### src/rtl/irq_unit_pkg.sv
package irq_unit_pkg;

  localparam int unsigned NUM_SRC  = 4;
  localparam int unsigned OFS_MASK = 'h08;
  localparam int unsigned OFS_STAT = 'h0C;
  localparam int unsigned OFS_FIFO = 'h38;
  localparam int unsigned OFS_SRST = 'h50;
  localparam int unsigned CMD_FIRE = 1;

  typedef struct packed {
    logic mask_wr;
    logic stat_wr;
    logic fifo_fire;
    logic soft_rst;
  } reg_cmd_t;

  typedef enum logic [1:0] {
    SEL_NONE = 2'd0,
    SEL_MASK = 2'd1,
    SEL_STAT = 2'd2
  } rd_sel_e;

  // Status bit position of event source idx: sources 0..2 map straight, later ones skip bit 3
  function automatic int unsigned src_pos(input int unsigned idx);
    return (idx < 3) ? idx : idx + 1;
  endfunction

  // Event source that owns status bit pos, or -1 for an unimplemented bit
  function automatic int pos_src(input int unsigned pos);
    int r;
    if (pos < 3) r = int'(pos);
    else if (pos == 3) r = -1;
    else r = int'(pos) - 1;
    if (r >= int'(NUM_SRC)) r = -1;
    return r;
  endfunction

  function automatic logic [31:0] impl_word(input int unsigned nsrc);
    logic [31:0] w;
    w = '0;
    for (int unsigned i = 0; i < nsrc; i++) w[src_pos(i)] = 1'b1;
    return w;
  endfunction

endpackage

### src/rtl/irq_rst_sync.sv
module irq_rst_sync #(
  parameter int unsigned STAGES = 2
) (
  input  logic clk,
  input  logic rst_n,
  output logic rst_sync_n
);
  logic [STAGES-1:0] sync_q;
  logic [STAGES-1:0] sync_d;

  always_comb begin
    sync_d = {sync_q[STAGES-2:0], 1'b1};
  end

  always_ff @(posedge clk or negedge rst_n) begin
    if (!rst_n) sync_q <= '0;
    else        sync_q <= sync_d;
  end

  assign rst_sync_n = sync_q[STAGES-1];
endmodule

### src/rtl/irq_reg_decode.sv
module irq_reg_decode
  import irq_unit_pkg::*;
#(
  parameter int unsigned ADDR_W = 8,
  parameter int unsigned DATA_W = 16
) (
  input  logic              wr_en,
  input  logic [ADDR_W-1:0] addr,
  input  logic [DATA_W-1:0] wdata,
  output reg_cmd_t          cmd,
  output rd_sel_e           rd_sel
);
  logic hit_mask, hit_stat, hit_fifo, hit_srst, is_fire;

  always_comb begin
    hit_mask = (addr == ADDR_W'(OFS_MASK));
    hit_stat = (addr == ADDR_W'(OFS_STAT));
    hit_fifo = (addr == ADDR_W'(OFS_FIFO));
    hit_srst = (addr == ADDR_W'(OFS_SRST));
    is_fire  = (wdata == DATA_W'(CMD_FIRE));

    cmd.mask_wr   = wr_en && hit_mask;
    cmd.stat_wr   = wr_en && hit_stat;
    cmd.fifo_fire = wr_en && hit_fifo && is_fire;
    cmd.soft_rst  = wr_en && hit_srst && is_fire;

    if (hit_mask)      rd_sel = SEL_MASK;
    else if (hit_stat) rd_sel = SEL_STAT;
    else               rd_sel = SEL_NONE;
  end
endmodule

### src/rtl/irq_status_bank.sv
module irq_status_bank
  import irq_unit_pkg::*;
#(
  parameter int unsigned DATA_W = 16
) (
  input  logic               clk,
  input  logic               rst_n,
  input  logic [NUM_SRC-1:0] evt,
  input  reg_cmd_t           cmd,
  input  logic [DATA_W-1:0]  wdata,
  output logic [DATA_W-1:0]  stat_q,
  output logic [DATA_W-1:0]  mask_q
);
  for (genvar g = 0; g < DATA_W; g++) begin : g_bit
    localparam int SRC = pos_src(g);
    if (SRC >= 0) begin : g_impl
      logic s_q, s_d, m_q, m_d, m_en;

      always_comb begin
        if (cmd.soft_rst) s_d = 1'b0;
        else              s_d = evt[SRC] | (s_q & ~(cmd.stat_wr & wdata[g]));
        m_en = cmd.mask_wr;
        m_d  = wdata[g];
      end

      always_ff @(posedge clk or negedge rst_n) begin
        if (!rst_n) s_q <= 1'b0;
        else        s_q <= s_d;
      end

      always_ff @(posedge clk or negedge rst_n) begin
        if (!rst_n)    m_q <= 1'b0;
        else if (m_en) m_q <= m_d;
      end

      assign stat_q[g] = s_q;
      assign mask_q[g] = m_q;
    end else begin : g_none
      assign stat_q[g] = 1'b0;
      assign mask_q[g] = 1'b0;
    end
  end
endmodule

### src/rtl/irq_out_stage.sv
module irq_out_stage
  import irq_unit_pkg::*;
#(
  parameter int unsigned DATA_W = 16
) (
  input  logic              clk,
  input  logic              rst_n,
  input  logic              rd_en,
  input  rd_sel_e           rd_sel,
  input  logic [DATA_W-1:0] stat_q,
  input  logic [DATA_W-1:0] mask_q,
  input  logic              fifo_fire,
  output logic              irq,
  output logic              fifo_clr,
  output logic [DATA_W-1:0] rdata
);
  logic              irq_d, fifo_d, rd_ld;
  logic [DATA_W-1:0] rdata_d;

  always_comb begin
    irq_d  = |(stat_q & mask_q);
    fifo_d = fifo_fire;
    rd_ld  = rd_en;
    case (rd_sel)
      SEL_MASK: rdata_d = mask_q;
      SEL_STAT: rdata_d = stat_q;
      default:  rdata_d = '0;
    endcase
  end

  always_ff @(posedge clk or negedge rst_n) begin
    if (!rst_n) begin
      irq      <= 1'b0;
      fifo_clr <= 1'b0;
    end else begin
      irq      <= irq_d;
      fifo_clr <= fifo_d;
    end
  end

  always_ff @(posedge clk or negedge rst_n) begin
    if (!rst_n)     rdata <= '0;
    else if (rd_ld) rdata <= rdata_d;
  end
endmodule

### src/rtl/irq_status_unit.sv
module irq_status_unit
  import irq_unit_pkg::*;
#(
  parameter int unsigned ADDR_W = 8,
  parameter int unsigned DATA_W = 16
) (
  input  logic               clk,
  input  logic               rst_n,
  input  logic               wr_en,
  input  logic               rd_en,
  input  logic [ADDR_W-1:0]  addr,
  input  logic [DATA_W-1:0]  wdata,
  output logic [DATA_W-1:0]  rdata,
  input  logic [NUM_SRC-1:0] evt_pulse,
  output logic               irq,
  output logic               fifo_clr
);
  logic              rst_core_n;
  reg_cmd_t          cmd;
  rd_sel_e           rd_sel;
  logic [DATA_W-1:0] stat_q;
  logic [DATA_W-1:0] mask_q;

  irq_rst_sync #(.STAGES(2)) i_rst_sync (
    .clk        (clk),
    .rst_n      (rst_n),
    .rst_sync_n (rst_core_n)
  );

  irq_reg_decode #(.ADDR_W(ADDR_W), .DATA_W(DATA_W)) i_decode (
    .wr_en  (wr_en),
    .addr   (addr),
    .wdata  (wdata),
    .cmd    (cmd),
    .rd_sel (rd_sel)
  );

  irq_status_bank #(.DATA_W(DATA_W)) i_bank (
    .clk    (clk),
    .rst_n  (rst_core_n),
    .evt    (evt_pulse),
    .cmd    (cmd),
    .wdata  (wdata),
    .stat_q (stat_q),
    .mask_q (mask_q)
  );

  irq_out_stage #(.DATA_W(DATA_W)) i_out (
    .clk       (clk),
    .rst_n     (rst_core_n),
    .rd_en     (rd_en),
    .rd_sel    (rd_sel),
    .stat_q    (stat_q),
    .mask_q    (mask_q),
    .fifo_fire (cmd.fifo_fire),
    .irq       (irq),
    .fifo_clr  (fifo_clr),
    .rdata     (rdata)
  );
endmodule

### config.mk
export PLATFORM = sky130hd
export DESIGN_NAME = irq_status_unit
export DESIGN_NICKNAME = d
export VERILOG_FILES = /design/src/rtl/irq_unit_pkg.sv /design/src/rtl/irq_rst_sync.sv /design/src/rtl/irq_reg_decode.sv /design/src/rtl/irq_status_bank.sv /design/src/rtl/irq_out_stage.sv /design/src/rtl/irq_status_unit.sv
export SDC_FILE = /design/constraint.sdc
export NUM_CORES = 1
export LEC_CHECK = 0
export BUFFER_PORTS_ARGS = -buffer_cell sky130_fd_sc_hd__buf_2
export CAP_MARGIN = 0
export CORE_MARGIN = 10
export CORE_UTILIZATION = 46
export DETAILED_ROUTE_END_ITERATION = 10
export PLACE_DENSITY = 0.83
export SLEW_MARGIN = 15
export SYNTH_ARGS = -nofsm -noshare
export SYNTH_HDL_FRONTEND = slang
export SYNTH_SLANG_ARGS = --single-unit
### constraint.sdc
create_clock -name clk -period 0.8 [get_ports clk]
set_input_delay 0.12 -clock clk [delete_from_list [all_inputs] [get_ports clk]]
set_output_delay 0.12 -clock clk [all_outputs]
set_load 0.005 [all_outputs]
==> results.ini <==
[critical_path]
data_arrival_time_of_the_critical_path_ns = 1.15
path_class = in2reg
slowest_stage = sky130_fd_sc_hd__nor4b_4
worstReg2RegStart = i_out.rdata[4]
crit_path_end_kind = register
start_kind = input port
timing.rr.end = i_out.rdata[4]
cp.required_ns = 0.97
cpPeakStageDelay_ns = 0.34
r2r_slack_ns = -0.04
cp_max_fo = 4
worstPathCellList = buf_6 -> nor4b_4 -> nand3_4 -> nor2_8 -> mux2_4
ff2ff_path_depth = 4

[global_routing]
first_global_vias = 908
globalRouteOverflowTotal = 0
pin_count_of_the_biggest_net_entering_global_routing = 15
grt_first_pass_wirelength_mm = 4.153
number_of_antenna_violations_at_the_first_check_in_global_routing = 0
grt_util_all_layers = 0.1228

[drt]
first_pass_iters = 4
drtAntennaViolNets = 0
number_of_design_rule_violations_left_by_the_first_detailed_router_iteration = 19
drc_errors = 0
post_drt_wl_per_cell_um = 14.65
wirelength_mm = 2.402
detailroute.via_count = 767
vias_per_cell = 4.677

[timing]
finalWorstPathRequiredPeriod_ns = 0.9789
timing.final.setup_violations = 19
rsz_0062_raised_after_global_routing = true
fin_worst_hold_slack_ns = 0.05554
achievable-frequency_mhz = 1022
timing.final.hold_violations = 0
layout_worst_path_cycle_share = 1.224
setup-tns-final_ns = -2.152
worst_slack_ns = -0.1789
timing_max_transition_violations_final = 0
final_setup_skew_ns = 0.005331

[logic_synthesis]
synth.lib_cells_used.distinct = 23
synth_seq_cells = 16
yosysWarnings = 0
netlist_instances = 83
area_of_the_mapped_netlist_um2 = 883.3
ys_seq_area_frac = 0.4533
synth.avg_cell_area_um2 = 10.64

[placed_design]
buffer_ports.inserted = 37
finalWeightedCongestion = 0.7549
place_hpwl_mm = 1.886
preCtsSetupSlack_ns = -0.5169

[cells_and_area]
post_route_cells_drive_above_1_share = 0.5252
fill_cells = 127
nNetsFinal = 172
area.growth.synth_to_final_pct = 47.45
number_of_antenna_cells_inserted = 0

[power_and_ir_drop]
peakVddDrop_v = 0.0007495
p_leak_nw = 0.6763
power.density_cell_area_mw_per_mm2 = 1289

[die]
die_y_um = 63.82
boundaryPins = 50
die_x_extent_um = 63.82
rows = 15
die_area_mm2 = 0.004073
initial_utilization = 0.4954
core_mm2 = 0.001783

[cts]
clk_lat_worst_skew_ns = 0.28
tritoncts = done
cts.clk_slew.worst_paths_ns = 0.10
tritoncts_num_sinks = 16
htree_num_levels = 1
ctsRootBufferMaster = sky130_fd_sc_hd__clkbuf_4
clockBufferDepth = 2
numCtsBuffers = 3

[worst_hold_path]
hp-class = in2reg
min_to = i_bank.g_bit[2].g_impl.s_q
worst_hold_path.num_cells = 3
worst_hold_startpoint = evt_pulse[2]

[outcome]
violations = setup timing
run_status = finished with violations

[run]
max_cap_violations = 0

[layout make-up]
type                       instances  area [µm²]  area share
sequential                        16       400.4      0.3074
tap                               25       31.28     0.02402
multi-input combinational         57       451.7      0.3468
timing repair buffer              54       352.8      0.2709
inverter                           8       30.03     0.02305
clock buffer                       4       36.28     0.02786
[worst max path at each step]
| stage | to | slack [ns] | start | depth (start not counted) |
|---|---|---|---|---|
| global route | i_bank.g_bit[2].g_impl.m_q | -0.22 | addr[4] | 5 |
| global placement | i_bank.g_bit[4].g_impl.m_q | -0.48 | addr[5] | 5 |
| finish | i_bank.g_bit[0].g_impl.m_q | -0.18 | addr[4] | 5 |
| detailed placement | i_bank.g_bit[4].g_impl.m_q | -0.52 | addr[5] | 5 |
| CTS | i_bank.g_bit[0].g_impl.m_q | -0.17 | addr[4] | 5 |
| floorplan | i_bank.g_bit[0].g_impl.m_q | -0.34 | addr[5] | 4 |
[kinds of logic after synthesis]
family                 after synthesis  share of synthesized area
AOI/OAI and AO/OA                   14                    0.09064
and+or+nand+nor                     22                     0.1927
DFF                                 16                     0.4533
other                                2                   0.008502
buffers and inverters               21                     0.1416
muxes                                8                     0.1133
[metal layers]
layer  vias up  part of all wire  track usage
li1        376                 -            -
met1       353              0.38       0.1319
met2        38              0.54       0.2139
met3         0             0.081      0.04355
met4         0                 0      0.04918
met5         -                 0            0
[layout by cell type, fill, tap and decap left out]
master / instances
sky130_fd_sc_hd__buf_6: 4
sky130_fd_sc_hd__buf_4: 15
sky130_fd_sc_hd__a21oi_1: 2
sky130_fd_sc_hd__inv_1: 8
sky130_fd_sc_hd__dlygate4sd3_1: 1
sky130_fd_sc_hd__nor3_2: 1
sky130_fd_sc_hd__nor2_1: 2
sky130_fd_sc_hd__nor4_2: 1
sky130_fd_sc_hd__nand4_1: 1
sky130_fd_sc_hd__nand2_1: 6
sky130_fd_sc_hd__nor4_1: 1
sky130_fd_sc_hd__o21ai_2: 2
sky130_fd_sc_hd__a22oi_1: 2
sky130_fd_sc_hd__dfrtp_1: 16
sky130_fd_sc_hd__nor4bb_1: 1
sky130_fd_sc_hd__nand3b_1: 1
sky130_fd_sc_hd__nor3_4: 2
sky130_fd_sc_hd__nand3_4: 1
sky130_fd_sc_hd__nor2_8: 1
sky130_fd_sc_hd__mux2i_1: 4
sky130_fd_sc_hd__clkbuf_8: 1
sky130_fd_sc_hd__buf_2: 33
sky130_fd_sc_hd__nand3_1: 2
sky130_fd_sc_hd__o21ai_1: 2
sky130_fd_sc_hd__conb_1: 13
sky130_fd_sc_hd__clkbuf_4: 3
sky130_fd_sc_hd__a21oi_2: 2
sky130_fd_sc_hd__buf_12: 1
sky130_fd_sc_hd__nor4_4: 1
sky130_fd_sc_hd__mux2_4: 4
sky130_fd_sc_hd__o22ai_1: 4
sky130_fd_sc_hd__nor4b_4: 1
[state kept, by name, summed over array words and instances (netlist names)]
| register | cells |
|---|---|
| i_bank.g_bit.g_impl.m_q | 4 |
| i_out.fifo_clr | 1 |
| i_out.rdata | 4 |
| i_out.irq | 1 |
| i_bank.g_bit.g_impl.s_q | 4 |
| i_rst_sync.sync_q | 2 |
[through the flow]
stage | util | area, µm² | power [mW] | cells
6_report | 0.7305 | 1303 | 1.679 | 164
5_1_grt | 0.7305 | 1303 | 1.772 | 164
3_3_place_gp | 0.6470 | 1154 | 1.113 | 155
3_5_place_dp | 0.6470 | 1154 | 1.125 | 155
2_1_floorplan | - | 929.6 | 1.001 | 94
4_1_cts | 0.7221 | 1287 | 1.676 | 162
[synthesized netlist by cell type]
cell type,count,share of area
sky130_fd_sc_hd__buf_4,12,0.10
sky130_fd_sc_hd__inv_1,8,0.034
sky130_fd_sc_hd__mux2_4,4,0.068
sky130_fd_sc_hd__a21oi_1,4,0.023
sky130_fd_sc_hd__nand3b_1,1,0.0085
sky130_fd_sc_hd__nor2_8,1,0.023
sky130_fd_sc_hd__nor4b_4,1,0.027
sky130_fd_sc_hd__nand2_1,6,0.025
sky130_fd_sc_hd__o22ai_1,4,0.028
sky130_fd_sc_hd__nand3_1,2,0.011
sky130_fd_sc_hd__a22oi_1,2,0.017
sky130_fd_sc_hd__mux2i_1,4,0.045
sky130_fd_sc_hd__nor4_1,3,0.021
sky130_fd_sc_hd__nor2_1,2,0.0085
sky130_fd_sc_hd__nand4_1,1,0.0071
sky130_fd_sc_hd__nor3_1,2,0.011
sky130_fd_sc_hd__nor3_4,1,0.018
sky130_fd_sc_hd__o21ai_0,4,0.023
sky130_fd_sc_hd__conb_1,2,0.0085
sky130_fd_sc_hd__nor4bb_1,1,0.011
sky130_fd_sc_hd__buf_2,1,0.0057
sky130_fd_sc_hd__dfrtp_1,16,0.45
sky130_fd_sc_hd__nand3_4,1,0.020
[worst max-delay path: cells and delay by family]
family	cells	cell delay (ns)
mux	1	0.31
buf+inv	1	0.10
simple gates	3	0.62
[timing repair]
| item | in CTS | in global routing |
|---|---|---|
| endpoints found under the setup margin | 19 | 20 |
| hold endpoints to repair | 2 | 0 |
| hold buffers | 1 | 0 |
| gates resized for setup | 18 | 0 |
| setup buffers | 2 | 2 |
| pin swaps | 6 | 4 |
[report_power, final]
group          total (mW)  switching (mW)  internal (mW)
Clock               0.533           0.256          0.277
Sequential          0.844          0.0118          0.832
Combinational       0.302           0.140          0.162
Power figures use the tool's default switching activity.
